[src/rtl/piso_pkg.sv]
package piso_pkg;
  parameter int unsigned DEF_WIDTH = 8;
  parameter int unsigned DEF_SYNC  = 2;

  typedef struct packed {
    logic load_n;
    logic clk_a;
    logic clk_b;
    logic ser;
  } piso_async_t;

  localparam int unsigned ASYNC_W = $bits(piso_async_t);
endpackage

[src/rtl/piso_sync.sv]
module piso_sync #(
  parameter int unsigned W      = 4,
  parameter int unsigned STAGES = 2,
  parameter logic [W-1:0] RST_VAL = '0
) (
  input  logic         clk_i,
  input  logic         rst_ni,
  input  logic [W-1:0] d_i,
  output logic [W-1:0] q_o
);
  logic [W-1:0] chain_q [STAGES];

  for (genvar g = 0; g < STAGES; g++) begin : g_stage
    logic [W-1:0] src;
    if (g == 0) begin : g_first
      assign src = d_i;
    end else begin : g_next
      assign src = chain_q[g-1];
    end
    always_ff @(posedge clk_i or negedge rst_ni) begin
      if (!rst_ni) chain_q[g] <= RST_VAL;
      else         chain_q[g] <= src;
    end
  end

  assign q_o = chain_q[STAGES-1];
endmodule

[src/rtl/piso_edge.sv]
module piso_edge (
  input  logic clk_i,
  input  logic rst_ni,
  input  logic clk_a_s_i,
  input  logic clk_b_s_i,
  input  logic ld_n_s_i,
  output logic or_s_o,
  output logic or_q_o,
  output logic ld_q_o,
  output logic shift_o
);
  logic or_s, or_q, ld_q;

  assign or_s = clk_a_s_i | clk_b_s_i;

  // history resets high: a clock held high across reset release is not an edge
  always_ff @(posedge clk_i or negedge rst_ni) begin
    if (!rst_ni) begin
      or_q <= 1'b1;
      ld_q <= 1'b1;
    end else begin
      or_q <= or_s;
      ld_q <= ld_n_s_i;
    end
  end

  // edge consumed even during load; release cycle itself does not shift
  assign shift_o = or_s & ~or_q & ld_n_s_i & ld_q;
  assign or_s_o  = or_s;
  assign or_q_o  = or_q;
  assign ld_q_o  = ld_q;
endmodule

[src/rtl/piso_stages.sv]
module piso_stages #(
  parameter int unsigned W = 8
) (
  input  logic         clk_i,
  input  logic         rst_ni,
  input  logic         load_i,
  input  logic         shift_i,
  input  logic         ser_i,
  input  logic [W-1:0] par_i,
  output logic [W-1:0] stage_o
);
  logic [W-1:0] stage_q;

  always_ff @(posedge clk_i or negedge rst_ni) begin
    if (!rst_ni)      stage_q <= '0;
    else if (load_i)  stage_q <= par_i;
    else if (shift_i) stage_q <= {stage_q[W-2:0], ser_i};
  end

  assign stage_o = stage_q;
endmodule

[src/rtl/dual_clk_piso.sv]
module dual_clk_piso
  import piso_pkg::*;
#(
  parameter int unsigned W         = DEF_WIDTH,
  parameter int unsigned SYNC_LEN  = DEF_SYNC
) (
  input  logic         clk_i,
  input  logic         rst_ni,
  input  logic         load_ni,
  input  logic         clk_a_i,
  input  logic         clk_b_i,
  input  logic         ser_i,
  input  logic [W-1:0] par_i,
  output logic         q_o,
  output logic         q_n_o
);
  localparam piso_async_t SYNC_RST = '{load_n: 1'b1, clk_a: 1'b1, clk_b: 1'b1, ser: 1'b0};

  piso_async_t raw, syn;
  logic        or_s, or_q, ld_q, shift_en;
  logic [W-1:0] stage_q;

  assign raw = '{load_n: load_ni, clk_a: clk_a_i, clk_b: clk_b_i, ser: ser_i};

  piso_sync #(
    .W      (ASYNC_W),
    .STAGES (SYNC_LEN),
    .RST_VAL(SYNC_RST)
  ) u_sync (
    .clk_i (clk_i),
    .rst_ni(rst_ni),
    .d_i   (raw),
    .q_o   (syn)
  );

  piso_edge u_edge (
    .clk_i    (clk_i),
    .rst_ni   (rst_ni),
    .clk_a_s_i(syn.clk_a),
    .clk_b_s_i(syn.clk_b),
    .ld_n_s_i (syn.load_n),
    .or_s_o   (or_s),
    .or_q_o   (or_q),
    .ld_q_o   (ld_q),
    .shift_o  (shift_en)
  );

  piso_stages #(.W(W)) u_stages (
    .clk_i  (clk_i),
    .rst_ni (rst_ni),
    .load_i (~syn.load_n),
    .shift_i(shift_en),
    .ser_i  (syn.ser),
    .par_i  (par_i),
    .stage_o(stage_q)
  );

  assign q_o   = stage_q[W-1];
  assign q_n_o = ~stage_q[W-1];
endmodule

[config.mk]
export PLATFORM = sky130hd
export DESIGN_NAME = dual_clk_piso
export DESIGN_NICKNAME = d
export VERILOG_FILES = /design/src/rtl/piso_pkg.sv /design/src/rtl/piso_sync.sv /design/src/rtl/piso_edge.sv /design/src/rtl/piso_stages.sv /design/src/rtl/dual_clk_piso.sv
export SDC_FILE = /design/constraint.sdc
export NUM_CORES = 1
export LEC_CHECK = 0
export ABC_CLOCK_PERIOD_IN_PS = 1350
export BUFFER_PORTS_ARGS = -buffer_cell sky130_fd_sc_hd__buf_4
export CORE_MARGIN = 2
export CORE_UTILIZATION = 49
export CTS_CLUSTER_DIAMETER = 200
export DETAILED_ROUTE_END_ITERATION = 10
export GPL_ROUTABILITY_DRIVEN = 0
export PLACE_DENSITY = 0.72
export SYNTH_ARGS = -nofsm -noshare
export SYNTH_HDL_FRONTEND = slang
export SYNTH_SLANG_ARGS = --single-unit
[constraint.sdc]
create_clock -name clk_i -period 1.35 [get_ports clk_i]
set_input_delay 0 -clock clk_i [delete_from_list [all_inputs] [get_ports clk_i]]
set_output_delay 0 -clock clk_i [all_outputs]
set_load 0.01 [all_outputs]
==> flow_summary.toml <==
[outcome]
status = "completed"

[sta]
worstMarginPinSlew_ns = 0.2812
setup_viol = 0
fin_ws_ns = 0.1807
setup-tns-final_ns = 0
clock_skew_ns = 0.001353
fmax_mhz = 855.2
fin_crit_sh_pct = 86.62
fin_crit_ns = 1.169
timing_hold_violations_final = 0
maxSlewViolCount = 0
maxSlewHeadroom_pct = 81.25
rsz0062_at_grt = "no"

[floorplanning]
io_pins = 16
die_h_um = 40.96
rows = 13
die_area_mm2 = 0.001678
die_w_um = 40.96
initial_core_util_pct = 52.09
coreArea_mm2 = 0.001285

[setup_path]
cp_cell_sequence = "nor2b_1 -> buf_4 -> nand3_1 -> a31oi_1"
crit_slowest_cell = "dfstp_2"
timing.rr.start = "u_edge.ld_q_o"
cp_data_arrival_time_ns = 1.39
path_class = "reg2reg"
worstPathRequired_ns = 1.57
startpoint_type = "flip-flop"
path_max_fanout = 8
crit_start = "u_edge.ld_q_o"
endpoint_kind = "flip-flop"
path_buf_inv = 1
cpPeakStageDelay_ns = 0.54
critical-path-top-delay-family = "flip-flops"

[power]
p_per_area_mw_per_mm2 = 1128
p_int_uw = 832.2
p_leak_uw = 0.0004056
p_seq_share_pct = 56.8
p_sw_share_pct = 22.92
p_comb_share_pct = 12.4
p_sw_uw = 247.5
irDropWorstVdd_mv = 0.8693
pwr-share-clk_pct = 30.8

[cells_and_area]
syn_to_final_growth_pct = 42.99
drive_above_1_share_pct = 34.09
nets = 103
n_antenna_cell = 0
design_area_um2 = 957.2
fill_cells = 84

[yosys]
synth_area_um2 = 669.4
syn_avg_cell_area_um2 = 11.54
yosysWarnings = 0
yosys.cell_types.count = 14
synthTopCellsByArea = "dfrtp_1 37%, dfstp_2 31%, a31oi_1 7.5%"
synth_mux_area_share_pct = 0
synth_compound_area_share_pct = 13.46
ys_ff_latch = 18
synthCells = 58
synth_nets = 72
yosysTopAreaCell = "dfrtp_1"
ys_seq_area_share_pct = 68.79
synth_top_cell_area_share_pct = 37.38
synth_fa_ha_area_share_pct = 0
synth_top_family_by_area = "simple AND/OR/NAND/NOR gates"
synthXorXnorAreaFrac_pct = 0
synth-simple-area-share_pct = 14.02

[detailed_routing]
routed-via-count = 533
via_per_inst = 5.175
first_iter_violations = 21
wl_per_cell_um = 12.09
totalWireLength_um = 1245
drc = 0
ant_nets = 0
dr.pass1.iters = 4

[placed_design]
portBuffers = 15
place_area_um2 = 790.8
place_ws_ns = 0.2031
dp_hpwl_um = 764.9

[clocking]
cts_resized = 0
post_cts.repair.setup_buffers = 0
cts_tree = "done"
htreeDepth = 1
clk_pin_slew_ns = 0.10
cts_buffer_depth = 2
cts.sinks = 18
cts_root_buffer = "clkbuf_4"
clock_latency_ns = 0.30
cts-buffers-inserted = 3

[hold_path]
hold_class = "in2async"

[job]
max-cap-violations = 0

[grt]
antenna_found_initial = 0
track_usage_pct = 17.26
grt_pass1_vias = 433
grt_pass1_wl_um = 1780
grt_overflow = 0
grt_max_degree = 19
==> layout by cell type, fill, tap and decap left out, types with 3 or more instances in the layout <==
master / Yosys / layout
nand3_1: 8 / 8
dlygate4sd3_1: 0 / 13
dfstp_2: 8 / 8
dfrtp_1: 10 / 10
o21ai_0: 8 / 8
a31oi_1: 8 / 8
nor2_1: 8 / 8
buf_4: 1 / 16
clkbuf_4: 0 / 3
==> synthesized netlist by cell type <==
| master | n |
|---|---|
| a31oi_1 | 8 |
| buf_2 | 1 |
| buf_4 | 1 |
| clkbuf_2 | 1 |
| dfrtp_1 | 10 |
| dfstp_2 | 8 |
| inv_1 | 1 |
| inv_2 | 1 |
| nand2b_1 | 1 |
| nand3_1 | 8 |
| nor2_1 | 8 |
| nor2_4 | 1 |
| nor2b_1 | 1 |
| o21ai_0 | 8 |
==> metal layers <==
layer / wire length, um / global-route usage [%] / vias up
li1: - / - / 264
met1: 586 / 22.11 / 254
met4: 33 / 10.00 / 0
met2: 574 / 25.78 / 11
met5: 0 / 0 / -
met3: 50 / 4.891 / 4
==> stage by stage <==
| stage | power, uW | hold WS, ns | instances | utilization (%) |
|---|---|---|---|---|
| after floorplan | 667.7 | -0.2956 | 58 | - |
| final | 1080 | 0.09259 | 103 | 74.49 |
| after global placement | 724.9 | -0.1244 | 86 | 61.54 |
| after CTS | 1085 | 0.09763 | 103 | 74.49 |
| after detailed placement | 728.1 | -0.1240 | 86 | 61.54 |
| after global routing | 1132 | 0.1121 | 103 | 74.49 |
==> kinds of logic after synthesis <==
kind of cell           count (synthesis)
AND/OR/NAND/NOR                       19
flip-flops                            18
AO/OA/AOI/OAI                         16
buffers and inverters                  5
==> layout make-up <==
class	instances	area, um2	share of cell area, %
clock buffer	4	36.28	3.791
inverter	2	7.507	0.7843
multi-input combinational	35	183.9	19.22
sequential	18	460.4	48.10
tap	15	18.77	1.961
timing repair buffer	29	250.2	26.14
==> sequential cells by signal (all words and copies together), names as in the netlist <==
name	cells
u_edge.ld_q_o	1
u_edge.or_q_o	1
u_stages.stage_o	8
u_sync.g_stage.src	4
u_sync.q_o	4
==> power groups by stage <==
stage	Clock, uW	Sequential (uW)	Combinational [uW]
floorplan	0	613	54.8
global placement	0	623	102
detailed placement	0	624	104
CTS	337	614	134
global route	365	618	149
finish	333	613	134
==> path summary, 6_finish.rpt <==
kind	endpoint	slack, ns	cells after the start
max reg2reg	u_stages.stage_o[2]	0.18	4
max	u_stages.stage_o[2]	0.18	4
min reg2reg	u_sync.q_o[0]	0.36	0
max in group asynchronous	u_edge.ld_q_o	1.00	2
min	u_stages.stage_o[4]	0.09	2
min in group clk_i	u_sync.g_stage[1].src[1]	0.35	2
==> repair_timing <==
action,CTS,global route
hold buffers,13,0
endpoints found under the hold margin,30,0
endpoints found under the setup margin,0,0
(Power assumes the default switching activity.)
